### src/rtl/crc8_pkg.sv
package crc8_pkg;

  // Control-to-datapath strobe bundle
  typedef struct packed {
    logic clearAll;  // zero CRC, shift count and family capture
    logic loadRom;   // capture a new identity into the stream shifter
    logic shiftOn;   // fold one bit into the CRC this cycle
    logic useRom;    // bit source is the stream shifter, not bitIn
  } crcStrobe_t;

  // Bit-reverse the low w bits of a normal-form polynomial
  function automatic logic [31:0] reflectPoly(input logic [31:0] poly, input int w);
    logic [31:0] r;
    r = '0;
    for (int i = 0; i < w; i++) begin
      r[w-1-i] = poly[i];
    end
    return r;
  endfunction

endpackage

### src/rtl/crc8_ctrl.sv
module crc8_ctrl
  import crc8_pkg::*;
#(
  parameter int ID_BITS = 64
) (
  input  logic       clk,
  input  logic       rstN,
  input  logic       clear,
  input  logic       shiftEn,
  input  logic       romLoad,
  output crcStrobe_t strobe,
  output logic       busy,
  output logic       romDone
);

  localparam int REM_W = $clog2(ID_BITS + 1);
  localparam logic [REM_W-1:0] REM_FULL = REM_W'(ID_BITS);
  localparam logic [REM_W-1:0] REM_LAST = REM_W'(1);

  logic [REM_W-1:0] remain;
  logic             loadGo;

  // A load is only taken when idle and not overridden by clear
  assign loadGo = romLoad && !busy && !clear;

  always_comb begin
    strobe.clearAll = clear || loadGo;
    strobe.loadRom  = loadGo;
    strobe.useRom   = busy;
    strobe.shiftOn  = !clear && !loadGo && (busy || shiftEn);
  end

  always_ff @(posedge clk or negedge rstN) begin
    if (!rstN) begin
      busy    <= 1'b0;
      remain  <= '0;
      romDone <= 1'b0;
    end else if (clear) begin
      busy    <= 1'b0;
      remain  <= '0;
      romDone <= 1'b0;
    end else if (loadGo) begin
      busy    <= 1'b1;
      remain  <= REM_FULL;
      romDone <= 1'b0;
    end else if (busy) begin
      remain <= remain - 1'b1;
      if (remain == REM_LAST) begin
        busy    <= 1'b0;
        romDone <= 1'b1;
      end else begin
        romDone <= 1'b0;
      end
    end else begin
      romDone <= 1'b0;
    end
  end

  AST_LOAD_STARTS: assert property (@(posedge clk) disable iff (!rstN)
    strobe.loadRom |=> busy) else $error("load did not start stream");

  AST_DONE_SINGLE: assert property (@(posedge clk) disable iff (!rstN)
    romDone |=> !romDone) else $error("done held longer than one cycle");

  AST_ABORT_STREAM: assert property (@(posedge clk) disable iff (!rstN)
    (busy && clear) |=> (!busy && !romDone)) else $error("clear did not abort");

endmodule

### src/rtl/crc8_datapath.sv
module crc8_datapath
  import crc8_pkg::*;
#(
  parameter int          ID_BITS     = 64,
  parameter int          CRC_W       = 8,
  parameter logic [31:0] POLY_NORMAL = 32'h31,
  parameter int          FAMILY_W    = 8,
  parameter logic [31:0] FAMILY_CODE = 32'h42
) (
  input  logic               clk,
  input  logic               rstN,
  input  crcStrobe_t         strobe,
  input  logic               bitIn,
  input  logic [ID_BITS-1:0] romValue,
  output logic [CRC_W-1:0]   crcReg,
  output logic               romBit,
  output logic               residueOk,
  output logic               idValid
);

  localparam int CNT_W = $clog2(ID_BITS + 2);
  localparam logic [CNT_W-1:0] CNT_FULL = CNT_W'(ID_BITS);
  localparam logic [CNT_W-1:0] CNT_SAT  = CNT_W'(ID_BITS + 1);
  localparam logic [CNT_W-1:0] CNT_FAM  = CNT_W'(FAMILY_W);
  localparam logic [31:0] POLY_REFL_W = reflectPoly(POLY_NORMAL, CRC_W);
  localparam logic [CRC_W-1:0] POLY_REFL = POLY_REFL_W[CRC_W-1:0];
  localparam logic [FAMILY_W-1:0] FAMILY = FAMILY_CODE[FAMILY_W-1:0];

  logic [ID_BITS-1:0]  romShift;
  logic [CNT_W-1:0]    shiftCount;
  logic [FAMILY_W-1:0] famReg;
  logic [CRC_W-1:0]    crcNext;
  logic                dataBit;
  logic                feedback;

  assign dataBit  = strobe.useRom ? romShift[0] : bitIn;
  assign feedback = crcReg[0] ^ dataBit;
  assign romBit   = romShift[0];

  // Reflected LFSR: right shift, feedback XOR at the polynomial taps
  generate
    for (genvar i = 0; i < CRC_W; i++) begin : g_crcBit
      if (i == CRC_W - 1) begin : g_top
        assign crcNext[i] = feedback & POLY_REFL[i];
      end else begin : g_mid
        assign crcNext[i] = crcReg[i+1] ^ (feedback & POLY_REFL[i]);
      end
    end
  endgenerate

  always_ff @(posedge clk or negedge rstN) begin
    if (!rstN) begin
      crcReg <= '0;
    end else if (strobe.clearAll) begin
      crcReg <= '0;
    end else if (strobe.shiftOn) begin
      crcReg <= crcNext;
    end
  end

  always_ff @(posedge clk or negedge rstN) begin
    if (!rstN) begin
      shiftCount <= '0;
    end else if (strobe.clearAll) begin
      shiftCount <= '0;
    end else if (strobe.shiftOn && shiftCount != CNT_SAT) begin
      shiftCount <= shiftCount + 1'b1;
    end
  end

  // Capture the leading family byte, least significant bit first
  always_ff @(posedge clk or negedge rstN) begin
    if (!rstN) begin
      famReg <= '0;
    end else if (strobe.clearAll) begin
      famReg <= '0;
    end else if (strobe.shiftOn && shiftCount < CNT_FAM) begin
      famReg <= {dataBit, famReg[FAMILY_W-1:1]};
    end
  end

  always_ff @(posedge clk or negedge rstN) begin
    if (!rstN) begin
      romShift <= '0;
    end else if (strobe.loadRom) begin
      romShift <= romValue;
    end else if (strobe.shiftOn && strobe.useRom) begin
      romShift <= {1'b0, romShift[ID_BITS-1:1]};
    end
  end

  assign residueOk = (shiftCount == CNT_FULL) && (crcReg == '0);
  assign idValid   = residueOk && (famReg == FAMILY);

  AST_CLEAR_ZERO: assert property (@(posedge clk) disable iff (!rstN)
    strobe.clearAll |=> (crcReg == '0)) else $error("clear left CRC nonzero");

  AST_HOLD_IDLE: assert property (@(posedge clk) disable iff (!rstN)
    (!strobe.shiftOn && !strobe.clearAll) |=> $stable(crcReg)) else $error("CRC moved without shift");

endmodule

### src/rtl/crc8_serial_unit.sv
module crc8_serial_unit
  import crc8_pkg::*;
#(
  parameter int          ID_BITS     = 64,
  parameter int          CRC_W       = 8,
  parameter logic [31:0] POLY_NORMAL = 32'h31,
  parameter int          FAMILY_W    = 8,
  parameter logic [31:0] FAMILY_CODE = 32'h42
) (
  input  logic               clk,
  input  logic               rstN,
  input  logic               clear,
  input  logic               shiftEn,
  input  logic               bitIn,
  input  logic               romLoad,
  input  logic [ID_BITS-1:0] romValue,
  output logic [CRC_W-1:0]   crcOut,
  output logic               residueOk,
  output logic               idValid,
  output logic               romBit,
  output logic               romBitValid,
  output logic               romDone
);

  crcStrobe_t strobe;
  logic       busy;

  crc8_ctrl #(
    .ID_BITS(ID_BITS)
  ) uCtrl (
    .clk     (clk),
    .rstN    (rstN),
    .clear   (clear),
    .shiftEn (shiftEn),
    .romLoad (romLoad),
    .strobe  (strobe),
    .busy    (busy),
    .romDone (romDone)
  );

  crc8_datapath #(
    .ID_BITS     (ID_BITS),
    .CRC_W       (CRC_W),
    .POLY_NORMAL (POLY_NORMAL),
    .FAMILY_W    (FAMILY_W),
    .FAMILY_CODE (FAMILY_CODE)
  ) uPath (
    .clk       (clk),
    .rstN      (rstN),
    .strobe    (strobe),
    .bitIn     (bitIn),
    .romValue  (romValue),
    .crcReg    (crcOut),
    .romBit    (romBit),
    .residueOk (residueOk),
    .idValid   (idValid)
  );

  assign romBitValid = busy;

  AST_DONE_AFTER_STREAM: assert property (@(posedge clk) disable iff (!rstN)
    romDone |-> !romBitValid) else $error("done while streaming");

endmodule

### config.mk
export PLATFORM = sky130hd
export DESIGN_NAME = crc8_serial_unit
export DESIGN_NICKNAME = d
export VERILOG_FILES = /design/src/rtl/crc8_pkg.sv /design/src/rtl/crc8_ctrl.sv /design/src/rtl/crc8_datapath.sv /design/src/rtl/crc8_serial_unit.sv
export SDC_FILE = /design/constraint.sdc
export NUM_CORES = 1
export LEC_CHECK = 0
export ABC_AREA = 1
export BUFFER_PORTS_ARGS = -buffer_cell sky130_fd_sc_hd__buf_2
export CORE_MARGIN = 3
export CORE_UTILIZATION = 50
export DETAILED_ROUTE_END_ITERATION = 7
export PLACE_DENSITY = 0.86
export SYNTH_ARGS = -nofsm -noshare
export SYNTH_HDL_FRONTEND = slang
export SYNTH_SLANG_ARGS = --single-unit
export TNS_END_PERCENT = 30
### constraint.sdc
create_clock -name clk -period 1.3 [get_ports clk]
set_input_delay 0.13 -clock clk [delete_from_list [all_inputs] [get_ports clk]]
set_output_delay 0.13 -clock clk [all_outputs]
set_load 0.05 [all_outputs]
==> metrics.csv, run 1 <==
metric,value,unit
die_w,101,um
max_slew_margin,74.7,%
final_cell_mix,"160 x nand2_1, 88 x dfrtp_1, 83 x nand3_1",
rr_startpoint,uCtrl.busy,
cts_root_buf,clkbuf_8,
drive_gt1_share,38.9,%
drv_slew,0,
initial_utilization,51.9,%
clockBufferDepth,2,
setup_viol,93,
grt_first_pass_wirelength,22200,um
cts_tree,built,
dp_hpwl,7400,um
ios,83,
final.fill_count,389,
yosys_warnings,0,
worst_slew_pin_slew,379,ps
endpoint,idValid,
wl_per_cell,22.8,um
synth_top_cell_by_area,dfrtp_1,
ff2ff_path_depth,7,
synth_cell_types,28,
criticalPathCategory,reg -> out,
drc_errors,0,
reg2reg_to,uCtrl.remain[6],
synth_edf_count,0,
hold_viol,0,
avgSynthCellArea,8.09,um^2
maxCapViolCount,0,
postLayoutCellArea,7430,um^2
r2r_slack,-230,ps
async_reset_ff_share,100,%
die-area,10300,um^2
grt_usage,27.5,%
area_growth_syn_to_layout,63.4,%
crit_arrival,1630,ps
n_antenna_cell,0,
nets,829,
die_y,101,um
drt_first_pass_iters,6,
grt_antenna_before_repair,0,
cp-startpoint,uPath.crcReg[3],
gp_congestion,0.911,
overflow,0,
fin_crit_sh,136,%
fp-row-count,34,
numCtsBuffers,9,
core,8760,um^2
synthCells,562,
ys_ff_latch,96,
synth_top_cell_area_share,52.8,%
drt-vias-per-instance,6.45,
netlist_area,4550,um^2
fin_util,84.7,%
path_clk_slew,90,ps
period_needed,1760,ps
grt_pass1_vias,4737,
postPlaceCellArea,5370,um^2
rsz0062_at_grt,yes,
yosysSeqAreaShare,52.8,%
cp_max_fo,2,
p_per_area,1240,nW/um^2
clock_latency,380,ps
clock-sinks,96,
ant_nets,0,
synth_nets,637,
num_vias,5593,
finClkSkew,7.70,ps
cp.required,1170,ps
outcome,"finished, violations left",
htreeDepth,3,
numPortBuffers,82,
synth_area_leaders,"dfrtp_1 53%, nand3_1 17%, nand2_1 14%, inv_1 2.6%, buf_2 1.9%",
drt_wl_total,19800,um
cp-start-kind,flip-flop,
drt_iter0_drc,687,
final_common_cell,nand2_1,
whs,10.1,ps
hp-class,in -> reg,
grt_max_degree,49,
violations,setup timing,
p_leak,3.64,nW
synth_flop_cell,dfrtp_1,
fin_ws,-463,ps
vdd_drop_max,1250,uV
endpoint_kind,primary output,
timing.fmax,0.567,GHz
-- registers in the layout, summed over array words and instances (netlist names) --
| register | cells |
|---|---|
| uPath.famReg | 8 |
| uPath.romShift | 64 |
| uPath.crcReg | 8 |
| uCtrl.remain | 7 |
| uPath.shiftCount | 7 |
| uCtrl.busy | 1 |
| uCtrl.romDone | 1 |
-- layer usage --
metal | vias to the layer above | routed length [um] | GRT usage, %
met4 | 0 | 1630 | 10.9
met1 | 2593 | 6470 | 33.0
met2 | 568 | 9480 | 47.8
met3 | 193 | 2220 | 6.27
met5 | - | 0 | 0
li1 | 2239 | - | -
-- power by group --
part	internal [mW]	total, mW	switching, mW	leakage, nW
Clock	1.00	2.11	1.11	0.0969
Sequential	3.63	4.22	0.595	1.22
Combinational	1.29	2.88	1.59	2.32
-- stage by stage --
step	setup WS, ps	instances	power [mW]	setup TNS [ps]
finish	-463	867	9.22	-13190
global route	-554	867	9.49	-17910
CTS	-405	837	8.04	-2460
detailed placement	-110	756	5.73	-1170
global placement	-67.5	756	5.59	-215
floorplan	-70.0	562	5.11	-4560
-- Yosys cell counts (2+ instances only) --
master,number
nand2_1,171
nand3_1,152
dfrtp_1,96
inv_1,31
nor2_1,22
buf_2,17
o21ai_0,13
buf_1,6
buf_4,6
ha_1,5
inv_2,5
nor3_1,5
o22ai_1,5
o21ai_1,4
a22oi_1,3
nand2_2,3
nand4_1,3
clkbuf_1,2
nand3b_1,2
nor2_2,2
nor4_1,2
-- final cells by class --
class	count	area (um^2)	share of cell area, %
Clock buffer	14	163	2.19
Clock inverter	2	37.5	0.505
Inverter	37	160	2.16
Multi-Input combinational cell	398	2460	33.1
Sequential cell	96	2410	32.5
Tap cell	108	135	1.82
Timing Repair Buffer	212	2060	27.8
-- worst max-delay path, cell delays in order (launching register included) --
cell     delay, ps
dfrtp_2        420
inv_1           70
nand4_1        170
nor2_2         170
nand3_4        130
nor2_4         140
buf_8          150
-- worst min-delay path by stage --
stage / startpoint / to / slack, ps / depth (start not counted)
global route: romValue[59] / uPath.romShift[59] / 4 / 3
floorplan: rstN / uCtrl.busy / -170 / 0
CTS: romValue[59] / uPath.romShift[59] / 0.4 / 3
finish: romValue[50] / uPath.romShift[50] / 10 / 3
global placement: rstN / uPath.famReg[0] / 3 / 1
detailed placement: rstN / uPath.famReg[1] / 10 / 1
-- kinds of logic (layout without fill, tap and decap cells) --
family	after synthesis	count (layout)	synth area share [%]
buf+inv	68	265	6.61
fa+ha+maj	5	5	1.38
xor+xnor	1	1	0.193
simple gates	364	364	35.5
flops	96	96	52.8
compound gates	28	28	3.52
-- repair_timing --
action,in CTS,in global routing
resized for setup,37,127
hold buffers,54,5
setup endpoints to repair,69,94
cloned,5,15
pin swaps,18,38
endpoints found under the hold margin,149,5
setup buffers,6,11
Note: power is estimated with default switching activity, not from simulation.
==> inputs of run 2 (changes only) <==
--- a/config.mk
+++ b/config.mk
@@ -11,5 +11,6 @@
 export CORE_UTILIZATION = 50
 export DETAILED_ROUTE_END_ITERATION = 7
-export PLACE_DENSITY = 0.86
+export PLACE_DENSITY = 0.83
+export RECOVER_POWER = 50
 export SYNTH_ARGS = -nofsm -noshare
 export SYNTH_HDL_FRONTEND = slang
==> constraint.sdc (replaced) <==
create_clock -name clk -period 1.8 [get_ports clk]
set_input_delay 0.45 -clock clk [delete_from_list [all_inputs] [get_ports clk]]
set_output_delay 0.45 -clock clk [all_outputs]
set_load 0.05 [all_outputs]
==> metrics.csv, run 2 (same netlist as run 1, synthesis figures left out) <==
metric,value,unit
p_sw_share,32.6,%
cts_root_buf,clkbuf_8,
r2r_slack,80,ps
maxCapViolCount,0,
grt_antenna_before_repair,0,
cp-start-kind,flip-flop,
rsz0062_at_grt,yes,
criticalPathCategory,reg -> out,
die-area,10300,um^2
reg2reg_to,uPath.famReg[6],
die_w,101,um
violations,setup timing,
overflow,0,
numPortBuffers,82,
drc_errors,0,
initial_utilization,51.9,%
fin_util,60.5,%
final.fill_count,777,
wl_per_cell,13.9,um
path_cells,nor4_1 -> nand2_1 -> nor2_4 -> buf_8,
fin_ws,-148,ps
drt_iter0_drc,223,
clockBufferDepth,2,
fin_cells,756,
gp_congestion,0.843,
power,5.34,mW
period_needed,1950,ps
drt-vias-per-instance,5.48,
nets,717,
final_common_cell,nand2_1,
drv_slew,0,
fp-row-count,34,
fin_crit_sh,108,%
holdBufCountCts,0,
finClkSkew,12.0,ps
path_clk_slew,100,ps
endpoint_kind,primary output,
drt_first_pass_iters,5,
hp-class,in -> async,
cp-startpoint,uPath.famReg[5],
clock_latency,360,ps
p_leak,2.68,nW
setup_viol,2,
die_y,101,um
switchingPower,1.74,mW
ios,83,
outcome,"finished, violations left",
endpoint,idValid,
pwr-share-clk,24.8,%
numCtsBuffers,9,
combPwrFrac,21.1,%
grt_usage,21.7,%
clock-sinks,96,
max_slew_margin,41.0,%
grt_first_pass_wirelength,18000,um
grt_pass1_vias,3830,
htreeDepth,3,
final_cell_mix,"172 x nand2_1, 151 x nand3_1, 96 x dfrtp_1",
ant_nets,0,
slowest_delay,410,ps
dp_hpwl,7330,um
seq_power_share,54.1,%
num_vias,4140,
hold_viol,0,
area_growth_syn_to_layout,16.7,%
whs,169,ps
p_per_area,1010,nW/um^2
timing.fmax,0.513,GHz
grt_max_degree,65,
worst_slew_pin_slew,885,ps
core,8760,um^2
cp.required,1350,ps
drt_wl_total,10500,um
cp_slowest_cell,dfrtp_1,
placedCellCount,738,
rr_startpoint,uCtrl.busy,
p_int,3.60,mW
drive_gt1_share,20.4,%
vdd_drop_max,608,uV
top_register,uPath.romShift,
largestRegisters,"uPath.romShift x64, uPath.crcReg x8, uPath.famReg x8",
largest_reg_flops,64,
cts_tree,built,
ff2ff_path_depth,6,
crit_arrival,1500,ps
cp_max_fo,3,
## run 2: cell count changes in the layout (fill, tap and decap cells not counted), moves of 10 or more
| cell | before | now |
|---|---|---|
| nand3_1 | 83 | 151 |
| nand3_2 | 63 | 1 |
| dlygate4sd3_1 | 59 | 0 |
| buf_4 | 34 | 14 |
| nand2_1 | 160 | 172 |
| clkbuf_16 | 11 | 0 |
| buf_12 | 12 | 2 |
| nand2_4 | 10 | 0 |
## run 2: cell type report
cell class	instances	area, um^2	area share (%)
diodes	1	2.50	0.0472
clock buffers	10	138	2.60
clock inverters	6	41.3	0.779
inverters	37	140	2.64
multi-input cells	398	1860	35.1
flip-flops and latches	96	2400	45.3
well taps	108	135	2.55
repair buffers	100	582	11.0
## run 2: worst min-delay path by stage
stage	to	slack, ps	depth (start not counted)
2_1_floorplan	uCtrl.busy	150	0
3_3_place_gp	uCtrl.remain[5]	430	1
3_5_place_dp	uCtrl.remain[5]	440	1
4_1_cts	uPath.famReg[1]	50	1
5_1_grt	uPath.famReg[3]	220	1
6_report	uPath.crcReg[0]	170	1
## run 2: routing by layer
metal	up-vias	part of all wire, %	global-route usage, %
met5	-	0	0
met4	0	1.2	6.24
met3	11	6.5	3.65
met2	156	48	33.5
met1	1963	44	31.8
li1	2010	-	-
## run 2: per-stage QoR
stage                     TNS, ps  cell area, um^2  setup WS [ps]
after CTS                    -362             5330           -189
after global routing         -747             5300           -232
final                        -276             5300           -148
after floorplan                 0             4550           6.04
after global placement          0             5130            113
after detailed placement        0             5130           86.9
## run 2: power groups by stage
stage               Clock, mW  Combinational, mW  Sequential (mW)
finish                   1.32               1.12             2.89
global route             1.43               1.30             2.95
CTS                      1.34               1.15             2.89
detailed placement          0               1.14             2.92
global placement            0               1.09             2.89
floorplan                   0              0.732             2.92
## run 2: critical path: cells and delay by family (launching register included)
| kind | cells | cell delay (ps) |
|---|---|---|
| DFF | 1 | 410 |
| and+or+nand+nor | 3 | 570 |
| buffers and inverters | 1 | 150 |
## run 2: what timing repair did
item	4_1_cts	5_1_grt
resized for setup	5	4
hold endpoints to repair	0	0
pin swaps	3	2
setup buffers	1	0
endpoints found under the setup margin	2	2
==> inputs of run 3 (changes only) <==
Settings changed: RECOVER_POWER 50 to 100, SYNTH_HIERARCHICAL set to 1.
==> metrics.csv, run 3 <==
metric,value,unit
die_w,101,um
ff2ff_path_depth,7,
cp.required,1350,ps
max_slew_margin,-2.35,%
drc_errors,0,
cp-startpoint,uPath/crcReg[4],
ios,83,
power,5.41,mW
cts_tree,built,
maxCapViolCount,1,
core,8720,um^2
die-area,10200,um^2
largestRegisters,"uPath/romShift x64, uPath/crcReg x8, uPath/famReg x8",
worst_slew_pin_slew,1540,ps
nets,669,
ant_nets,0,
postLayoutCellArea,5420,um^2
numCtsBuffers,9,
crit_arrival,1540,ps
n_antenna_cell,0,
die_y,101,um
dp_hpwl,6930,um
clock_latency,350,ps
avgSynthCellArea,9.05,um^2
clockBufferDepth,2,
numPortBuffers,82,
vdd_drop_max,514,uV
area_growth_syn_to_layout,20.3,%
drt_wl_total,9900,um
p_leak,2.67,nW
postPlaceCellArea,5180,um^2
drt_iter0_drc,172,
hp-class,in -> reg,
drt-vias-per-instance,5.33,
setup_viol,3,
period_needed,1990,ps
drive_gt1_share,25.4,%
reg2reg_to,uPath/crcReg[7],
timing.fmax,0.504,GHz
endpoint,idValid,
synth_nets,573,
endpoint_kind,primary output,
synth.top_cells.by_count,"113 x nand2_1, 98 x inv_1, 96 x dfrtp_1",
grt_first_pass_wirelength,16400,um
rsz0062_at_grt,yes,
violations,"capacitance limit, slew limit, setup timing",
final_common_cell,nand2_1,
synth_edf_count,0,
htreeDepth,3,
p_per_area,999,nW/um^2
synth_area_leaders,"dfrtp_1 53%, o221ai_1 12%, nand2_1 9.4%, inv_1 8.2%, nand3_1 3.7%",
largest_reg_flops,64,
overflow,0,
synth_flop_cell,dfrtp_1,
grt_antenna_before_repair,1,
gp_congestion,0.922,
fin_crit_sh,110,%
top_register,uPath/romShift,
rr_startpoint,uCtrl/busy,
synth.most_common_cell,nand2_1,
yosys_warnings,6,
cts_root_buf,clkbuf_8,
grt_usage,19.9,%
criticalPathCategory,reg -> out,
num_vias,3769,
outcome,"finished, violations left",
finalSetupTns,-294,ps
fp-row-count,34,
drt_first_pass_iters,4,
cp_max_fo,3,
path_clk_slew,100,ps
clock-sinks,96,
synth_top_cell_by_area,dfrtp_1,
yosysSeqAreaShare,53.3,%
synth_top_cell_area_share,53.3,%
r2r_slack,0,ps
finClkSkew,11.5,ps
final.fill_count,740,
initial_utilization,51.7,%
grt_pass1_vias,3743,
grt_max_degree,49,
hold_viol,0,
ys_ff_latch,96,
async_reset_ff_share,100,%
wl_per_cell,14.0,um
drv_slew,29,
cp-start-kind,flip-flop,
final_cell_mix,"111 x nand2_1, 93 x inv_1, 88 x dfrtp_1",
fin_ws,-185,ps
synth_cell_types,30,
synthCells,498,
netlist_area,4510,um^2
-- run 3: changes by cell type after synthesis, sizes merged, moves of 6 or more --
cell | before | now
buf | 29 | 13
clkbuf | 2 | 11
inv | 36 | 102
nand2 | 174 | 114
nand3 | 152 | 34
nand4 | 3 | 9
nor2 | 25 | 19
o221ai | 0 | 62
-- run 3: what timing repair did --
item	CTS	global route
buffers inserted	4	4
setup endpoints to repair	2	2
hold endpoints to repair	0	0
hold buffers	0	0
resized for setup	11	6
cloned	0	0
pin swaps	6	4
-- run 3: worst min-delay path by stage --
stage	cells past startpoint	slack (ps)	startpoint	end
after floorplan	0	150	rstN	uCtrl/busy
after global placement	1	400	rstN	uCtrl/remain[3]
after detailed placement	1	400	rstN	uCtrl/remain[4]
after CTS	1	6	rstN	uCtrl/romDone
after global routing	3	270	romValue[14]	uPath/romShift[14]
final	3	300	romValue[50]	uPath/romShift[50]
-- run 3: power by group --
group | internal [mW] | switching [mW] | total (mW)
clock network | 0.791 | 0.735 | 1.53
registers | 2.57 | 0.142 | 2.71
logic | 0.477 | 0.704 | 1.18
total | 3.83 | 1.58 | 5.41
-- run 3: critical path, cell delays in order, from the launching register on --
cell and delay [ps]:
dfrtp_2 430, inv_2 80, nand4_1 130, nor2_2 160
nand2_2 80, nor3_4 130, buf_6 180
-- run 3: cells by family after synthesis --
kind of cell / synth area share (%)
adder cells (fa/ha/maj): 1.39
flip-flops: 53.3
XOR/XNOR: 0.777
buffers and inverters: 11.0
AND/OR/NAND/NOR: 17.7
AO/OA/AOI/OAI: 15.7
-- run 3: final cells by class --
type / count / area (um^2) / share of cell area [%]
inverter: 102 / 383 / 7.06
clock buffer: 10 / 128 / 2.35
sequential: 96 / 2410 / 44.5
tap: 108 / 135 / 2.49
multi-input combinational: 276 / 1620 / 29.9
clock inverter: 6 / 91.3 / 1.68
timing repair buffer: 109 / 654 / 12.1
-- run 3: stage by stage --
stage                     hold slack [ps]  util, %  setup slack (ps)  cells
after floorplan                       154        -             -14.5    498
after global placement                396     59.4              82.6    683
after detailed placement              397     59.4              37.9    683
after CTS                            5.97     62.6              -195    703
after global routing                  271     62.2              -245    707
final                                 297     62.2              -185    707
-- run 3: routing by layer --
layer,share of wire (%),global-route usage (%),up-vias
met3,6.4,5.12,8
li1,-,-,1855
met2,48,32.5,109
met1,45,26.3,1795
met4,0.51,5.73,2
met5,0.071,0,-
